==> src/rtl/hp_irq_pkg.sv <==
package hp_irq_pkg;
    localparam int EVT_W      = 5;
    localparam int MASK_W     = 7;
    localparam int DIS_W      = 4;
    localparam int DATA_W     = 32;
    // field positions in the write/read words
    localparam int MASK_LSB   = 8;
    localparam int CMD_BIT    = 16;
    localparam int ARB_BIT    = 17;
    // control disable bit positions
    localparam int DIS_INT    = 0;
    localparam int DIS_CMDINT = 2;
    localparam logic [MASK_W-1:0] MASK_RST = '1;
    localparam logic [DIS_W-1:0]  DIS_RST  = '1;

    typedef enum logic {
        REC_LOW  = 1'b0,
        REC_HIGH = 1'b1
    } rec_state_e;
endpackage

==> src/rtl/hp_slot_events.sv <==
module hp_slot_events
    import hp_irq_pkg::*;
(
    input  logic              clk,
    input  logic              rst_n,
    input  logic [EVT_W-1:0]  evt_in,
    input  logic              wr_hit,
    input  logic [EVT_W-1:0]  clr_bits,
    input  logic [MASK_W-1:0] mask_wr,
    output logic [EVT_W-1:0]  latch_o,
    output logic [MASK_W-1:0] mask_o,
    output logic              pend_o
);
    logic [EVT_W-1:0]  latch_q;
    logic [MASK_W-1:0] mask_q;
    logic [EVT_W-1:0]  latch_d;

    always_comb begin
        latch_d = latch_q;
        if (wr_hit) latch_d = latch_d & ~clr_bits;
        latch_d = latch_d | evt_in;   // set wins over clear
    end

    always_ff @(posedge clk) begin
        if (!rst_n) begin
            latch_q <= '0;
            mask_q  <= MASK_RST;
        end else begin
            latch_q <= latch_d;
            if (wr_hit) mask_q <= mask_wr;
        end
    end

    assign latch_o = latch_q;
    assign mask_o  = mask_q;
    assign pend_o  = |(latch_q & ~mask_q[EVT_W-1:0]);


    evt_sets_latch_chk: assert property (@(posedge clk) disable iff (!rst_n)
        (|evt_in) |=> ((latch_q & $past(evt_in)) == $past(evt_in)));

    latch_hold_chk: assert property (@(posedge clk) disable iff (!rst_n)
        (!wr_hit && evt_in == '0) |=> $stable(latch_q));
endmodule

==> src/rtl/hp_cmd_ctrl.sv <==
module hp_cmd_ctrl
    import hp_irq_pkg::*;
(
    input  logic             clk,
    input  logic             rst_n,
    input  logic             cmd_done,
    input  logic             arb_detect,
    input  logic             wr_hit,
    input  logic [DIS_W-1:0] dis_wr,
    input  logic             cmd_clr,
    input  logic             arb_clr,
    output logic [DIS_W-1:0] dis_o,
    output logic             cmd_o,
    output logic             arb_o
);
    logic [DIS_W-1:0] dis_q;
    logic             cmd_q;
    logic             arb_q;

    always_ff @(posedge clk) begin
        if (!rst_n) begin
            dis_q <= DIS_RST;
            cmd_q <= 1'b0;
            arb_q <= 1'b0;
        end else begin
            if (wr_hit) dis_q <= dis_wr;
            cmd_q <= (cmd_q & ~(wr_hit & cmd_clr)) | cmd_done;
            arb_q <= (arb_q & ~(wr_hit & arb_clr)) | arb_detect;
        end
    end

    assign dis_o = dis_q;
    assign cmd_o = cmd_q;
    assign arb_o = arb_q;


    cmd_flag_set_chk: assert property (@(posedge clk) disable iff (!rst_n)
        cmd_done |=> cmd_q);

    arb_flag_set_chk: assert property (@(posedge clk) disable iff (!rst_n)
        arb_detect |=> arb_q);
endmodule

==> src/rtl/hp_notify_fsm.sv <==
module hp_notify_fsm
    import hp_irq_pkg::*;
(
    input  logic clk,
    input  logic rst_n,
    input  logic level,
    input  logic msg_en,
    output logic irq_pin,
    output logic msg_pulse
);
    rec_state_e state_q;
    rec_state_e state_d;

    always_comb begin
        state_d = state_q;
        unique case (state_q)
            REC_LOW:  if (level)  state_d = REC_HIGH;
            REC_HIGH: if (!level) state_d = REC_LOW;
            default:  state_d = REC_LOW;
        endcase
    end

    always_ff @(posedge clk) begin
        if (!rst_n) state_q <= REC_LOW;
        else        state_q <= state_d;
    end

    always_comb begin
        irq_pin   = 1'b0;
        msg_pulse = 1'b0;
        unique case (state_q)
            REC_LOW:  msg_pulse = msg_en & level;
            REC_HIGH: msg_pulse = msg_en & ~level;
            default:  msg_pulse = 1'b0;
        endcase
        if (!msg_en) irq_pin = level;
    end


    pulse_needs_mode_chk: assert property (@(posedge clk) disable iff (!rst_n)
        msg_pulse |-> msg_en);

    pulse_on_change_chk: assert property (@(posedge clk) disable iff (!rst_n)
        (msg_en && level != $past(level)) |-> msg_pulse);

    pin_quiet_in_msg_chk: assert property (@(posedge clk) disable iff (!rst_n)
        msg_en |-> !irq_pin);
endmodule

==> src/rtl/hp_irq_locator.sv <==
module hp_irq_locator
    import hp_irq_pkg::*;
#(
    parameter int NSLOTS = 4,
    localparam int AW    = $clog2(NSLOTS + 2),
    localparam int LOC_W = NSLOTS + 1
) (
    input  logic                    clk,
    input  logic                    rst_n,
    input  logic [NSLOTS*EVT_W-1:0] evt_in,
    input  logic                    cmd_done,
    input  logic                    arb_detect,
    input  logic                    msg_en,
    input  logic                    wr_en,
    input  logic [AW-1:0]           wr_addr,
    input  logic [DATA_W-1:0]       wr_data,
    input  logic [AW-1:0]           rd_addr,
    output logic [DATA_W-1:0]       rd_data,
    output logic [LOC_W-1:0]        locator,
    output logic                    irq_pin,
    output logic                    msg_pulse
);
    logic [EVT_W-1:0]  slot_latch [NSLOTS];
    logic [MASK_W-1:0] slot_mask  [NSLOTS];
    logic [NSLOTS-1:0] slot_pend;
    logic [DIS_W-1:0]  dis;
    logic              cmd_flag;
    logic              arb_flag;
    logic              level;

    for (genvar s = 0; s < NSLOTS; s++) begin : g_slot
        logic hit;
        assign hit = wr_en && (wr_addr == AW'(s + 1));
        hp_slot_events u_slot (
            .clk      (clk),
            .rst_n    (rst_n),
            .evt_in   (evt_in[s*EVT_W +: EVT_W]),
            .wr_hit   (hit),
            .clr_bits (wr_data[EVT_W-1:0]),
            .mask_wr  (wr_data[MASK_LSB +: MASK_W]),
            .latch_o  (slot_latch[s]),
            .mask_o   (slot_mask[s]),
            .pend_o   (slot_pend[s])
        );
    end

    hp_cmd_ctrl u_ctrl (
        .clk        (clk),
        .rst_n      (rst_n),
        .cmd_done   (cmd_done),
        .arb_detect (arb_detect),
        .wr_hit     (wr_en && wr_addr == '0),
        .dis_wr     (wr_data[DIS_W-1:0]),
        .cmd_clr    (wr_data[CMD_BIT]),
        .arb_clr    (wr_data[ARB_BIT]),
        .dis_o      (dis),
        .cmd_o      (cmd_flag),
        .arb_o      (arb_flag)
    );

    assign locator = {slot_pend, cmd_flag & ~dis[DIS_CMDINT]};
    assign level   = (|locator) & ~dis[DIS_INT];

    hp_notify_fsm u_notify (
        .clk       (clk),
        .rst_n     (rst_n),
        .level     (level),
        .msg_en    (msg_en),
        .irq_pin   (irq_pin),
        .msg_pulse (msg_pulse)
    );

    always_comb begin
        rd_data = '0;
        if (rd_addr == '0) begin
            rd_data[DIS_W-1:0] = dis;
            rd_data[CMD_BIT]   = cmd_flag;
            rd_data[ARB_BIT]   = arb_flag;
        end
        for (int s = 0; s < NSLOTS; s++) begin
            if (rd_addr == AW'(s + 1)) begin
                rd_data[EVT_W-1:0]          = slot_latch[s];
                rd_data[MASK_LSB +: MASK_W] = slot_mask[s];
            end
        end
    end


    cmd_loc_chk: assert property (@(posedge clk) disable iff (!rst_n)
        (cmd_flag && !dis[DIS_CMDINT]) |-> locator[0]);

    level_pin_chk: assert property (@(posedge clk) disable iff (!rst_n)
        (!msg_en && dis[DIS_INT]) |-> !irq_pin);
endmodule

==> config.mk <==
export PLATFORM = sky130hd
export DESIGN_NAME = hp_irq_locator
export DESIGN_NICKNAME = d
export VERILOG_FILES = /design/src/rtl/hp_irq_pkg.sv /design/src/rtl/hp_slot_events.sv /design/src/rtl/hp_cmd_ctrl.sv /design/src/rtl/hp_notify_fsm.sv /design/src/rtl/hp_irq_locator.sv
export SDC_FILE = /design/constraint.sdc
export NUM_CORES = 1
export LEC_CHECK = 0
export CORE_ASPECT_RATIO = 2
export CORE_MARGIN = 1.5
export CORE_UTILIZATION = 30
export CTS_CLUSTER_DIAMETER = 200
export DETAILED_ROUTE_END_ITERATION = 8
export DONT_BUFFER_PORTS = 1
export PLACE_DENSITY = 0.44
export SYNTH_ARGS = -nofsm -noshare
export SYNTH_HDL_FRONTEND = slang
export SYNTH_SLANG_ARGS = --single-unit
==> constraint.sdc <==
create_clock -name clk -period 2.05 [get_ports clk]
set_input_delay 0.1025 -clock clk [delete_from_list [all_inputs] [get_ports clk]]
set_output_delay 0.1025 -clock clk [all_outputs]
set_load 0.02 [all_outputs]
==> flow_metrics.py <==
metrics = {
    "cts": {
        "clkLatencyLatePin_ns": 0.29,
        "cts_buffer_depth": 2,
        "htree_levels": 2,
        "cts_tree": "yes",
        "cts.sinks": 55,
        "cts-root-buf": "clkbuf_16",
        "clk_pin_slew_ns": 0.07,
        "cts_buffers": 5,
    },
    "synthesis": {
        "yosysSeqAreaShare": 0.402,
        "syn_inst": 346,
        "synth_top_area_frac": 0.402,
        "synthTopCellsByArea": "dfxtp_1 40%, nand2_1 9.0%, buf_4 6.0%, mux2i_1 5.5%, nor2b_1 5.5%",
        "synth_ff_type": "dfxtp_1",
        "synth_most_common_cell": "nand2_1",
        "yosysUniqueCellTypes": 30,
        "synth.largest_area_cell": "dfxtp_1",
        "yosysWarnings": 0,
        "async_flop_share": 0,
        "postSynthAreaPerCell_sq_um": 7.92,
        "synth_common_cells": "66 x nand2_1, 55 x dfxtp_1, 29 x nand3_1",
        "synth-seq-cells": 55,
        "syn_area_sq_um": 2740,
        "synth_edf_count": 0,
    },
    "placed_design": {
        "pre_cts_ws_ns": 0.0844,
        "dpl.hpwl_mm": 6.35,
        "dp_cells": 440,
        "gp_congestion": 0.870,
        "port_buffers": 0,
    },
    "timing": {
        "finalHoldViolations": 0,
        "relSlewSlack": 0.600,
        "holdWs_ns": 0.0213,
        "setup_tns_ns": -0.313,
        "grt_setup_unrepaired": "true",
        "min_period_ns": 2.24,
        "drv_slew": 0,
        "period_share": 1.09,
        "finalSetupViolations": 2,
        "worstMarginPinSlew_ns": 0.600,
        "max_freq_mhz": 447,
        "finalClockSkew_ns": 0.00351,
        "fin_ws_ns": -0.187,
    },
    "routing": {
        "firstDrtPassIters": 7,
        "dr.first_iter.drc_count": 134,
        "drtAntennaViolNets": 0,
        "via_per_inst": 5.24,
        "remaining_drc_errors": 0,
        "vias": 2556,
        "wl_mm": 8.86,
        "wl_per_cell_um": 18.2,
    },
    "power": {
        "totalPowerFinal_mw": 2.45,
        "ir_drop_uv": 475,
        "powerDensity_nw_per_um2": 720,
        "leakagePower_nw": 1.50,
    },
    "die": {
        "io_pins": 103,
        "core-area_sq_um": 8950,
        "initial_core_util": 0.306,
        "die_area_sq_um": 9750,
        "dieHeight_um": 138,
        "die_x_um": 70.6,
        "rows": 49,
    },
    "worst_setup_path": {
        "crit_family": "compound AO/OA/AOI/OAI gates",
        "slowest_delay_ns": 0.48,
        "cp_slowest_cell": "o41a_1",
        "path_class": "reg -> out",
        "crit_top_cell": "buf_4",
        "r2r_setup_slack_ns": 0.07,
        "path_buf_inv": 3,
        "r2r-start": "g_slot[2].u_slot.mask_o[3]",
        "crit_arrival_ns": 2.13,
        "critical_path_required_ns": 1.95,
        "worstRegToRegCells": 8,
        "crit_cells": 7,
        "cp_cell_sequence": "inv_2 > a222oi_1 > buf_4 > nand4b_1 > o41a_1 > mux2i_1 > buf_4",
        "path_max_fanout": 2,
        "cp-start-kind": "register",
        "worstReg2RegEnd": "u_notify.state_q",
        "end_kind": "output port",
    },
    "min_path": {
        "hold_depth": 3,
        "min_path_type": "in -> reg",
        "hold_start": "wr_data[4]",
        "min_to": "g_slot[1].u_slot.latch_o[4]",
    },
    "global_route": {
        "antenna_found_initial": 0,
        "grt_max_degree": 56,
        "grt_overflow_total": 0,
        "grt_pass1_vias": 2514,
        "grt_util_all_layers": 0.183,
        "grt_pass1_wl_mm": 13.7,
    },
    "finish": {
        "syn_to_final_growth_pct": 24.2,
        "fin_cells": 488,
        "nFillCells": 954,
        "diodes": 0,
        "drive_gt1_frac": 0.119,
        "nets": 449,
    },
    "status": {
        "status": "finished with violations",
        "failed_checks": "negative setup slack",
    },
    "run": {
        "maxCapViolations": 0,
    },
}
-- metrics by stage --
stage	util	area [sq um]
after floorplan	-	2800
after global placement	0.315	2820
after detailed placement	0.315	2820
after CTS	0.376	3370
after global routing	0.380	3400
final	0.380	3400
-- cells by family (layout without fill, tap and decap cells) --
logic type,after synthesis,count (layout),synth area share
AOI/OAI and AO/OA,73,73,0.183
DFF,55,55,0.402
buffers and inverters,63,86,0.119
other,1,18,0.00137
and+or+nand+nor,139,139,0.240
muxes,15,15,0.0548
-- flip-flops by register name, indices dropped and copies added, names as in the netlist --
| signal | flops |
|---|---|
| u_ctrl.dis_o | 4 |
| u_ctrl.arb_o | 1 |
| g_slot.u_slot.mask_o | 28 |
| u_notify.state_q | 1 |
| u_ctrl.cmd_o | 1 |
| g_slot.u_slot.latch_o | 20 |
-- worst max-delay path by stage --
| stage | from | end | slack, ns |
|---|---|---|---|
| 4_1_cts | g_slot[0].u_slot.mask_o[3] | msg_pulse | -0.17 |
| 6_report | g_slot[2].u_slot.mask_o[3] | msg_pulse | -0.19 |
| 3_3_place_gp | g_slot[1].u_slot.mask_o[1] | msg_pulse | 0.11 |
| 5_1_grt | g_slot[2].u_slot.mask_o[3] | msg_pulse | -0.27 |
| 2_1_floorplan | g_slot[3].u_slot.mask_o[3] | msg_pulse | 0.27 |
| 3_5_place_dp | g_slot[1].u_slot.mask_o[1] | msg_pulse | 0.08 |
-- cell usage in the layout, fill, tap and decap left out, drive strengths merged --
| cell type | Yosys | final |
|---|---|---|
| nand2 | 66 | 66 |
| dfxtp | 55 | 55 |
| dlygate4sd3 | 0 | 34 |
| nand3 | 29 | 29 |
| buf | 27 | 25 |
| nor2b | 24 | 24 |
| a21oi | 21 | 21 |
| inv | 19 | 19 |
| conb | 1 | 18 |
| mux2i | 15 | 15 |
| o22ai | 12 | 12 |
| o211ai | 12 | 12 |
| a22oi | 10 | 10 |
| clkbuf | 17 | 8 |
| nor2 | 6 | 6 |
| o21a | 5 | 5 |
| nand2b | 4 | 4 |
| a222oi | 4 | 4 |
| a21boi | 3 | 3 |
| and2 | 3 | 3 |
| o221ai | 3 | 3 |
| a31oi | 2 | 2 |
| and3 | 2 | 2 |
| nor3 | 1 | 1 |
| nand4b | 1 | 1 |
| o41a | 1 | 1 |
| and3b | 1 | 1 |
| or2 | 1 | 1 |
| nand3b | 1 | 1 |
-- tightest hold or removal path, stage by stage --
cell and delay, ns:
nand2_1 0.04, a21oi_1 0.05, nor2b_1 0.09
-- layout make-up --
cell class                      count  area (sq um)  area share
Clock buffer                        8           156      0.0460
Tap cell                          102           128      0.0375
Timing Repair Buffer               59           544       0.160
Multi-Input combinational cell    245          1390       0.410
Inverter                           19          71.3      0.0210
Sequential cell                    55          1110       0.326
-- layer usage --
layer	share of wire	global-route usage
met5	0	0
met3	0.059	0.0364
met2	0.54	0.339
met4	0.039	0.0874
met1	0.36	0.190
-- power breakdown --
group          internal (mW)  switching (mW)  leakage (nW)
Combinational          0.165           0.214         0.971
Clock                  0.521           0.384        0.0772
Sequential              1.12          0.0433         0.452
-- what timing repair did --
item / in CTS / in global routing
resized for setup: 5 / 10
hold buffers: 35 / 0
gates cloned: 0 / 0
pin swaps: 5 / 4
setup endpoints to repair: 2 / 2
setup buffers: 2 / 3
hold endpoints to repair: 55 / 0
No activity file was read; power rests on OpenSTA's default activity.
